`src/rtl/egpio_pkg.sv`:
```
package egpio_pkg;
  localparam int ADDR_W = 8;

  typedef enum logic [2:0] {
    SEL_NONE, SEL_DIN, SEL_DOUT, SEL_DIR, SEL_EDGE, SEL_MASK, SEL_STS, SEL_PCTL
  } reg_sel_e;

  function automatic reg_sel_e decode_addr(input logic [ADDR_W-1:0] a);
    case (a)
      8'h00:   return SEL_DIN;
      8'h04:   return SEL_DOUT;
      8'h08:   return SEL_DIR;
      8'h0C:   return SEL_EDGE;
      8'h10:   return SEL_MASK;
      8'h14:   return SEL_STS;
      8'h18:   return SEL_PCTL;
      default: return SEL_NONE;
    endcase
  endfunction
endpackage

```
`src/rtl/egpio_sync.sv`:
```
module egpio_sync #(
  parameter int W      = 16,
  parameter int STAGES = 2
) (
  input  logic         clk,
  input  logic         rst_n,
  input  logic [W-1:0] async_i,
  output logic [W-1:0] sync_o
);
  logic [W-1:0] stage_q [STAGES];
  logic [W-1:0] stage_d [STAGES];

  genvar g;
  generate
    for (g = 0; g < STAGES; g++) begin : g_stage
      if (g == 0) begin : g_first
        always_comb stage_d[g] = async_i;
      end else begin : g_next
        always_comb stage_d[g] = stage_q[g-1];
      end
      always_ff @(posedge clk or negedge rst_n) begin
        if (!rst_n) stage_q[g] <= '0;
        else        stage_q[g] <= stage_d[g];
      end
    end
  endgenerate

  assign sync_o = stage_q[STAGES-1];
endmodule

```
`src/rtl/egpio_edge.sv`:
```
module egpio_edge #(
  parameter int W = 16
) (
  input  logic         clk,
  input  logic         rst_n,
  input  logic [W-1:0] smp_i,
  input  logic [W-1:0] rise_sel_i,
  input  logic [W-1:0] dir_i,
  input  logic [W-1:0] mask_i,
  output logic [W-1:0] evt_o
);
  logic [W-1:0] prev_q;
  logic [W-1:0] prev_d;
  logic [W-1:0] hit;

  always_comb prev_d = smp_i;

  always_ff @(posedge clk or negedge rst_n) begin
    if (!rst_n) prev_q <= '0;
    else        prev_q <= prev_d;
  end

  genvar g;
  generate
    for (g = 0; g < W; g++) begin : g_pin
      always_comb begin
        if (rise_sel_i[g]) hit[g] = smp_i[g] & ~prev_q[g];
        else               hit[g] = ~smp_i[g] & prev_q[g];
      end
    end
  endgenerate

  assign evt_o = hit & dir_i & ~mask_i;
endmodule

```
`src/rtl/egpio_regs.sv`:
```
module egpio_regs #(
  parameter int W = 16
) (
  input  logic                         clk,
  input  logic                         rst_n,
  input  logic [egpio_pkg::ADDR_W-1:0] addr_i,
  input  logic                         rd_i,
  input  logic                         wr_i,
  input  logic                         full_i,
  input  logic [W-1:0]                 wdata_i,
  input  logic [W-1:0]                 din_i,
  input  logic [W-1:0]                 evt_i,
  output logic [W-1:0]                 dout_q,
  output logic [W-1:0]                 dir_q,
  output logic [W-1:0]                 edge_q,
  output logic [W-1:0]                 mask_q,
  output logic [W-1:0]                 pctl_q,
  output logic [W-1:0]                 sts_q,
  output logic [W-1:0]                 rdata_o
);
  import egpio_pkg::*;

  reg_sel_e     sel;
  logic         wr_ok;
  logic [W-1:0] clr;
  logic [W-1:0] dout_d, dir_d, edge_d, mask_d, pctl_d, sts_d;

  assign sel   = decode_addr(addr_i);
  assign wr_ok = wr_i & full_i;
  assign clr   = (wr_ok && sel == SEL_STS) ? wdata_i : '0;

  always_comb begin
    dout_d = dout_q;
    dir_d  = dir_q;
    edge_d = edge_q;
    mask_d = mask_q;
    pctl_d = pctl_q;
    if (wr_ok) begin
      case (sel)
        SEL_DOUT: dout_d = wdata_i;
        SEL_DIR:  dir_d  = wdata_i;
        SEL_EDGE: edge_d = wdata_i;
        SEL_MASK: mask_d = wdata_i;
        SEL_PCTL: pctl_d = wdata_i;
        default:  ;
      endcase
    end
    sts_d = (sts_q & ~clr) | evt_i;
  end

  always_ff @(posedge clk or negedge rst_n) begin
    if (!rst_n) begin
      dout_q <= '1;
      dir_q  <= '1;
      edge_q <= '1;
      mask_q <= '1;
      pctl_q <= '1;
      sts_q  <= '0;
    end else begin
      dout_q <= dout_d;
      dir_q  <= dir_d;
      edge_q <= edge_d;
      mask_q <= mask_d;
      pctl_q <= pctl_d;
      sts_q  <= sts_d;
    end
  end

  always_comb begin
    rdata_o = '0;
    if (rd_i) begin
      case (sel)
        SEL_DIN:  rdata_o = din_i & pctl_q;
        SEL_DOUT: rdata_o = dout_q;
        SEL_DIR:  rdata_o = dir_q;
        SEL_EDGE: rdata_o = edge_q;
        SEL_MASK: rdata_o = mask_q;
        SEL_STS:  rdata_o = sts_q;
        SEL_PCTL: rdata_o = pctl_q;
        default:  rdata_o = '0;
      endcase
    end
  end

  // Clearing write with no competing event empties the written bits.
  assert_w1c_R5: assert property (@(posedge clk) disable iff (!rst_n)
    (wr_i && full_i && addr_i == 8'h14 && evt_i == '0)
      |=> (sts_q & $past(wdata_i)) == '0);

  // A fresh event beats a simultaneous clear.
  assert_evt_wins_R10: assert property (@(posedge clk) disable iff (!rst_n)
    1'b1 |=> (sts_q & $past(evt_i)) == $past(evt_i));

  // A status bit only rises when an event was present.
  assert_sts_cause_R4: assert property (@(posedge clk) disable iff (!rst_n)
    1'b1 |=> ((sts_q & ~$past(sts_q)) & ~$past(evt_i)) == '0);

  // Narrow writes leave configuration untouched.
  assert_narrow_R8: assert property (@(posedge clk) disable iff (!rst_n)
    (wr_i && !full_i) |=> ($stable(dout_q) && $stable(dir_q) && $stable(edge_q)
                           && $stable(mask_q) && $stable(pctl_q)));
endmodule

```
`src/rtl/edge_gpio_ctrl.sv`:
```
module edge_gpio_ctrl #(
  parameter int NPINS       = 16,
  parameter int SYNC_STAGES = 2
) (
  input  logic                         clk,
  input  logic                         rst_n,
  input  logic [egpio_pkg::ADDR_W-1:0] bus_addr,
  input  logic                         bus_rd,
  input  logic                         bus_wr,
  input  logic                         bus_full,
  input  logic [NPINS-1:0]             bus_wdata,
  output logic [NPINS-1:0]             bus_rdata,
  input  logic [NPINS-1:0]             pin_in,
  output logic [NPINS-1:0]             pin_out,
  output logic [NPINS-1:0]             pin_oe,
  output logic                         irq
);
  logic [NPINS-1:0] smp, evt;
  logic [NPINS-1:0] dout_q, dir_q, edge_q, mask_q, pctl_q, sts_q;

  egpio_sync #(.W(NPINS), .STAGES(SYNC_STAGES)) u_sync (
    .clk(clk), .rst_n(rst_n), .async_i(pin_in), .sync_o(smp)
  );

  egpio_edge #(.W(NPINS)) u_edge (
    .clk(clk), .rst_n(rst_n), .smp_i(smp), .rise_sel_i(edge_q),
    .dir_i(dir_q), .mask_i(mask_q), .evt_o(evt)
  );

  egpio_regs #(.W(NPINS)) u_regs (
    .clk(clk), .rst_n(rst_n), .addr_i(bus_addr), .rd_i(bus_rd),
    .wr_i(bus_wr), .full_i(bus_full), .wdata_i(bus_wdata), .din_i(smp),
    .evt_i(evt), .dout_q(dout_q), .dir_q(dir_q), .edge_q(edge_q),
    .mask_q(mask_q), .pctl_q(pctl_q), .sts_q(sts_q), .rdata_o(bus_rdata)
  );

  assign pin_oe  = ~dir_q;
  assign pin_out = dout_q & ~dir_q;
  assign irq     = |sts_q;

  // Events never come from output or masked pins.
  assert_evt_gate_R4: assert property (@(posedge clk) disable iff (!rst_n)
    (evt & (~dir_q | mask_q)) == '0);

  // Direction write shows on the enables after its edge.
  assert_dir_oe_R11: assert property (@(posedge clk) disable iff (!rst_n)
    (bus_wr && bus_full && bus_addr == 8'h08) |=> pin_oe == ~$past(bus_wdata));

  // The interrupt drops once status is fully cleared with no new event.
  assert_irq_drop_R5: assert property (@(posedge clk) disable iff (!rst_n)
    (bus_wr && bus_full && bus_addr == 8'h14 && (sts_q & ~bus_wdata) == '0
     && evt == '0) |=> !irq);
endmodule

```
`config.mk`:
```
export PLATFORM = sky130hd
export DESIGN_NAME = edge_gpio_ctrl
export DESIGN_NICKNAME = d
export VERILOG_FILES = /design/src/rtl/egpio_pkg.sv /design/src/rtl/egpio_sync.sv /design/src/rtl/egpio_edge.sv /design/src/rtl/egpio_regs.sv /design/src/rtl/edge_gpio_ctrl.sv
export SDC_FILE = /design/constraint.sdc
export NUM_CORES = 1
export LEC_CHECK = 0
export ABC_CLOCK_PERIOD_IN_PS = 1600
export BUFFER_PORTS_ARGS = -buffer_cell sky130_fd_sc_hd__buf_4
export CAP_MARGIN = 20
export CORE_UTILIZATION = 51
export CTS_CLUSTER_DIAMETER = 60
export CTS_CLUSTER_SIZE = 30
export DETAILED_ROUTE_END_ITERATION = 8
export GPL_ROUTABILITY_DRIVEN = 0
export PLACE_DENSITY = 0.72
export RECOVER_POWER = 50
export SYNTH_ARGS = -nofsm -noshare
export SYNTH_HDL_FRONTEND = slang
export SYNTH_HIERARCHICAL = 1
export SYNTH_SLANG_ARGS = --single-unit
export TNS_END_PERCENT = 30
```
`constraint.sdc`:
```
create_clock -name clk -period 1.6 [get_ports clk]
set_clock_uncertainty 0.05 [all_clocks]
set_input_delay 0 -clock clk [delete_from_list [all_inputs] [get_ports clk]]
set_output_delay 0 -clock clk [all_outputs]
set_load 0.05 [all_outputs]
```
==> results of run 1 <==
-- power groups by stage --
stage | registers [mW] | logic (mW) | clock network (mW)
6_report | 4.05 | 0.995 | 4.25
3_3_place_gp | 4.09 | 0.857 | 0
5_1_grt | 4.07 | 1.06 | 4.48
2_1_floorplan | 4.03 | 0.466 | 0
3_5_place_dp | 4.10 | 0.877 | 0
4_1_cts | 4.04 | 0.993 | 4.33
-- critical path: stages, from the launching register on --
cell and delay, ns:
dfrtp_1 0.40, and2_1 0.15, mux4_2 0.49, nor2_4 0.15, a211oi_4 0.05, buf_6 0.16
-- final timing paths --
path | from | endpoint | slack, ns
worst max-delay path | u_sync/sync_o[13] | bus_rdata[13] | -0.27
worst min-delay path | bus_addr[5] | u_regs/sts_q[2] | 0.08
worst min register to register | u_sync/stage_d[6] | u_sync/sync_o[6] | 0.30
worst max register to register | u_sync/sync_o[15] | u_regs/sts_q[15] | 0.37
max in group asynchronous | rst_n | u_regs/mask_q[2] | 0.13
min in group asynchronous | rst_n | u_sync/stage_d[1] | 0.30
-- routing by layer --
layer	wire length, um	global-route usage	vias up
met5	0	0	-
met4	449	0.118	0
met3	1110	0.0669	39
met2	9050	0.471	223
met1	7670	0.389	2608
li1	-	-	2306
-- registers in the layout, indices dropped and copies added, names as in the netlist --
signal          flops
u_regs/mask_q      16
u_regs/pctl_q      16
u_sync/sync_o      16
u_regs/dir_q       16
u_regs/sts_q       16
u_regs/dout_q      16
u_regs/edge_q      16
u_edge/prev_q      16
u_sync/stage_d     16
-- per-stage QoR --
| step | power (mW) | hold slack (ns) |
|---|---|---|
| floorplan | 4.50 | -0.346 |
| global placement | 4.94 | -0.0859 |
| detailed placement | 4.98 | -0.0864 |
| CTS | 9.36 | 0.0413 |
| global route | 9.61 | 0.0875 |
| finish | 9.29 | 0.0821 |
-- final cells by class --
class | instances | area share
Sequential cell | 144 | 0.394
Inverter | 16 | 0.00639
Clock inverter | 10 | 0.0166
Multi-Input combinational cell | 350 | 0.328
Tap cell | 172 | 0.0229
Timing Repair Buffer | 197 | 0.180
Clock buffer | 22 | 0.0515
-- cell usage after synthesis, types with 2 or more instances --
cell	instances	share of area
dfstp_2	80	0.32
mux2_2	76	0.13
dfrtp_1	64	0.24
nand2_1	29	0.016
a21oi_1	28	0.021
a21o_1	19	0.022
nand2b_1	19	0.018
nor2b_1	19	0.018
inv_1	16	0.0091
nand3b_1	16	0.018
nor2_1	16	0.0091
or3b_1	16	0.021
clkbuf_1	14	0.0080
a22oi_1	10	0.011
mux2_1	10	0.017
mux2i_1	10	0.015
nand3_1	10	0.0076
a31oi_1	9	0.0085
a32oi_1	6	0.0080
nand4_1	6	0.0057
or2_2	6	0.0057
a2bb2oi_1	5	0.0066
o21ai_0	5	0.0038
buf_4	4	0.0045
nor4_1	4	0.0038
a221oi_1	3	0.0040
a22o_1	3	0.0040
a311oi_1	3	0.0040
and2_1	3	0.0028
and3_1	3	0.0028
buf_2	3	0.0023
nor3_4	3	0.0074
o22ai_1	3	0.0028
a211oi_1	2	0.0023
mux4_2	2	0.0068
-- kinds of logic after synthesis --
kind of cell	Yosys count	share of synthesized area
mux	98	0.169
buf+inv	39	0.0262
simple gates	156	0.146
compound gates	96	0.0982
flops	144	0.561
-- timing repair --
| action | 4_1_cts | 5_1_grt |
|---|---|---|
| setup endpoints to repair | 59 | 98 |
| endpoints found under the hold margin | 200 | 0 |
| hold buffers | 33 | 0 |
| gates resized for setup | 47 | 14 |
| setup buffers | 12 | 1 |
| pin swaps | 19 | 15 |
==> impl_metrics.toml, run 1 <==
[layout]
final_core_util = 0.744
design_area_sq_mm = 0.00939
final_cells = 911
syn_to_final_growth_pct = 42.3
fin_nets = 771
layout_common_cells = "111 x buf_4, 80 x dfstp_2, 71 x mux2_2"
final_common_cell = "buf_4"
multi_input_area_sq_mm = 0.00308
final-seq-area_sq_mm = 0.00370
diodes = 0
drive_gt1_frac = 0.533
fillers = 850

[grt]
grt_pass1_vias = 5344
overflow = 0
grt_max_degree = 45
grt_pass1_wl_um = 28900
antenna_found_initial = 0
grtUsageTotal = 0.294

[floorplanning]
io_pins = 94
dieArea_sq_mm = 0.0134
die_h_um = 116
coreArea_sq_mm = 0.0126
die_w_um = 116
core.rowCount = 41
initial_utilization = 0.523

[run_status]
status = "complete, but fails checks"
violations = "setup timing"

[route]
dr.pass1.iters = 7
drt-wirelength-per-cell_um = 20.1
drc_errors = 0
ant_nets = 0
vias_per_cell = 5.68
first_iter_violations = 414
routed_wl_um = 18300
vias = 5176

[worst_setup_path]
arrival_ns = 1.82
required_ns = 1.55
reg2reg_depth = 4
critPathKind = "flop to primary output"
cp-end-kind = "primary output"
crit_path_start_kind = "flop"
crit_fanout = 4

[synth]
ys_seq_elements = 144
syn-num-nets = 578
ys_seq_area_frac = 0.561
synth.distinct_cells = 43
async_flop_share = 1.00
syn_area_sq_mm = 0.00660
synth-edff-count = 0
synthCells = 533
synth-main-ff-cell = "dfstp_2"
synth.avg_cell_area_sq_um = 12.4
ys.warnings.count = 6

[place]
place_inst = 833
pre_cts_slack_ns = -0.498
port_buffers = 93
place_area_sq_mm = 0.00814
dp_hpwl_um = 12300

[timing]
max_freq_mhz = 534
setup_viol = 73
finalCriticalPeriod_ns = 1.87
final-hold-violation-count = 0
tightestPinTransition_ns = 1.16
slew_headroom = 0.226
final.period_utilization = 1.17
tns_ns = -4.84
rsz0062_at_grt = "yes"
finalMaxSlewViolations = 0
setup_ws_ns = -0.271

[power_and_ir_drop]
internal_power_mw = 7.11
pwr-share-comb = 0.107
clkPwrFrac = 0.457
swShare = 0.235
seqPwrFrac = 0.436
cellLeakagePower_nw = 4.04
p_per_area_mw_per_mm2 = 989
p_sw_mw = 2.19
vdd_drop_max_v = 0.000952

[clock_tree]
cts_buffers = 17
cts.sinks = 144
cts_tree = "done"
clk_pin_slew_ns = 0.06
worstSkewPairLatency_ns = 0.42
clockBufferDepth = 2
root_buffer = "clkbuf_16"
htreeDepth = 4

[min_path]
hold_path.class = "input pin to flop"
whs_path_depth = 5

[flow_run]
max-cap-violations = 0
Note: power is estimated with default switching activity, not from simulation.
==> inputs of run 2 (changes only) <==
--- a/config.mk
+++ b/config.mk
@@ -5,7 +5,7 @@
 export SDC_FILE = /design/constraint.sdc
 export NUM_CORES = 1
 export LEC_CHECK = 0
-export ABC_CLOCK_PERIOD_IN_PS = 1600
+export ABC_CLOCK_PERIOD_IN_PS = 2300
 export BUFFER_PORTS_ARGS = -buffer_cell sky130_fd_sc_hd__buf_4
 export CAP_MARGIN = 20
 export CORE_UTILIZATION = 51
@@ -15,6 +15,7 @@
 export GPL_ROUTABILITY_DRIVEN = 0
 export PLACE_DENSITY = 0.72
 export RECOVER_POWER = 50
+export SKIP_LAST_GASP = 1
 export SYNTH_ARGS = -nofsm -noshare
 export SYNTH_HDL_FRONTEND = slang
 export SYNTH_HIERARCHICAL = 1
==> constraint.sdc (replaced) <==
create_clock -name clk -period 2.3 [get_ports clk]
set_clock_uncertainty 0.05 [all_clocks]
set_input_delay 0 -clock clk [delete_from_list [all_inputs] [get_ports clk]]
set_output_delay 0 -clock clk [all_outputs]
set_load 0.05 [all_outputs]
==> run 2 against run 1 <==
Compared with the run above: the flow finishes with violations (capacitance limit, slew limit); global-route usage is 1.8 points lower; die area is the same; setup slack improved by 0.59 ns; register-to-register slack better by 0.74 ns; sequential power down 30%; first-iteration DRC count up 22%; critical endpoint is now bus_rdata[5]; clock power decreased by 26%; final cell count decreased by 4.3%; routed wire length decreased by 5.2%; non-clock buffer count shrank 39.
==> impl_metrics.toml, run 2 (synthesis results as in run 1) <==
[run_status]
status = "complete, but fails checks"
violations = "capacitance limit, slew limit"

[flow_run]
max-cap-violations = 1

[clock_tree]
clockBufferDepth = 2
cts.sinks = 144
hold_buffers = 33
cts_setup_buffers = 0
cts_tree = "done"
root_buffer = "clkbuf_16"
cts_resized = 0
cts_buffers = 17
clk_pin_slew_ns = 0.06
worstSkewPairLatency_ns = 0.42
htreeDepth = 4

[worst_setup_path]
cp-end-kind = "primary output"
crit_path_start_kind = "flop"
crit_fanout = 3
worstReg2RegEnd = "u_regs/sts_q[0]"
required_ns = 2.25
cpPeakStageDelay_ns = 0.55
arrival_ns = 1.94
r2r_start = "u_sync/sync_o[0]"
reg2reg_depth = 3
critPathKind = "flop to primary output"
crit_path_cell_trace = "mux2_2 > a32oi_1 > or2_2 > a31oi_1 > buf_4"
cp_slowest_cell = "dfstp_2"
r2r_slack_ns = 1.11

[grt]
grt_pass1_vias = 4963
overflow = 0
grt_max_degree = 74
grtUsageTotal = 0.276
antenna_found_initial = 0
grt_pass1_wl_um = 26900

[power_and_ir_drop]
clkPwrFrac = 0.478
p_sw_mw = 1.48
pwr-share-comb = 0.092
vdd_drop_max_v = 0.000599
p_per_area_mw_per_mm2 = 753
seqPwrFrac = 0.430
cellLeakagePower_nw = 3.76
power.total_mw = 6.55
swShare = 0.226
internal_power_mw = 5.07

[floorplanning]
initial_utilization = 0.523
die_h_um = 116
io_pins = 94
dieArea_sq_mm = 0.0134
core.rowCount = 41
die_w_um = 116
coreArea_sq_mm = 0.0126

[min_path]
hold_end = "u_regs/sts_q[4]"
hold_path.class = "input pin to flop"
whs_path_depth = 5
worstHoldStart = "bus_addr[5]"

[place]
dp_hpwl_um = 11400
place_area_sq_mm = 0.00770
port_buffers = 93
place_inst = 807

[route]
first_iter_violations = 507
dr.pass1.iters = 5
vias_per_cell = 5.75
ant_nets = 0
vias = 5015
drt-wirelength-per-cell_um = 19.9
drc_errors = 0
routed_wl_um = 17300

[timing]
setup_viol = 0
finalMaxSlewViolations = 73
rsz0062_at_grt = "no"
final-hold-violation-count = 0
finalCriticalPeriod_ns = 1.99
max_freq_mhz = 504
slew_headroom = -0.228
tightestPinTransition_ns = 1.84
final.period_utilization = 0.863

[layout]
diodes = 0
drive_gt1_frac = 0.463
design_area_sq_mm = 0.00869
syn_to_final_growth_pct = 31.7
final_cells = 872
final_core_util = 0.689
fin_nets = 732
final_common_cell = "buf_4"
layout_common_cells = "103 x buf_4, 80 x dfstp_2, 76 x mux2_2"
-- run 2: changes by cell type in the layout (fill, tap and decap cells not counted), moves of 6 or more --
cell,previous run,this run
buf_4,111,103
or2_4,6,0
a31oi_1,0,9
or2_2,0,6
a31oi_4,9,0
buf_6,31,0
-- run 2: critical path, delay by kind of cell (launching register included) --
family                 cells  cell delay (ns)
DFF                        1             0.55
AOI/OAI and AO/OA          2             0.29
and+or+nand+nor            1             0.28
buffers and inverters      1             0.25
muxes                      1             0.15
-- run 2: worst max path at each step --
stage	startpoint	end	slack, ns	depth (start not counted)
final	u_regs/dout_q[5]	bus_rdata[5]	0.31	5
after global routing	rst_n	u_regs/edge_q[10]	0.12	3
after CTS	u_regs/dout_q[5]	bus_rdata[5]	0.28	5
after detailed placement	bus_addr[7]	u_regs/mask_q[2]	0.14	6
after global placement	bus_addr[7]	u_regs/dir_q[15]	0.17	6
after floorplan	bus_addr[7]	bus_rdata[11]	-0.08	4
-- run 2: power groups by stage --
| stage | combinational [mW] | sequential (mW) | clock (mW) |
|---|---|---|---|
| 3_5_place_dp | 0.557 | 2.85 | 0 |
| 6_report | 0.602 | 2.82 | 3.13 |
| 5_1_grt | 0.642 | 2.83 | 3.29 |
| 2_1_floorplan | 0.309 | 2.80 | 0 |
| 3_3_place_gp | 0.545 | 2.84 | 0 |
| 4_1_cts | 0.603 | 2.81 | 3.17 |
-- run 2: final cells by class --
cell class	count	area, sq um
clock buffer	23	468
clock inverter	9	205
fill	927	3930
inverter	16	60.1
multi-input combinational	350	2730
sequential	144	3700
tap	172	215
timing repair buffer	158	1310
-- run 2: layer usage --
metal	part of all wire	track usage	up-vias
met2	0.48	0.441	175
met3	0.061	0.0685	39
met5	0	0	-
met4	0.029	0.111	0
met1	0.43	0.362	2562
li1	-	-	2239
-- run 2: per-stage QoR --
| stage | hold slack (ns) | setup TNS [ns] | setup WS [ns] |
|---|---|---|---|
| global route | 0.112 | 0 | 0.124 |
| CTS | 0.0877 | 0 | 0.278 |
| floorplan | -0.346 | -0.311 | -0.0850 |
| global placement | 0.00639 | 0 | 0.165 |
| finish | 0.111 | 0 | 0.314 |
| detailed placement | 0.00995 | 0 | 0.135 |
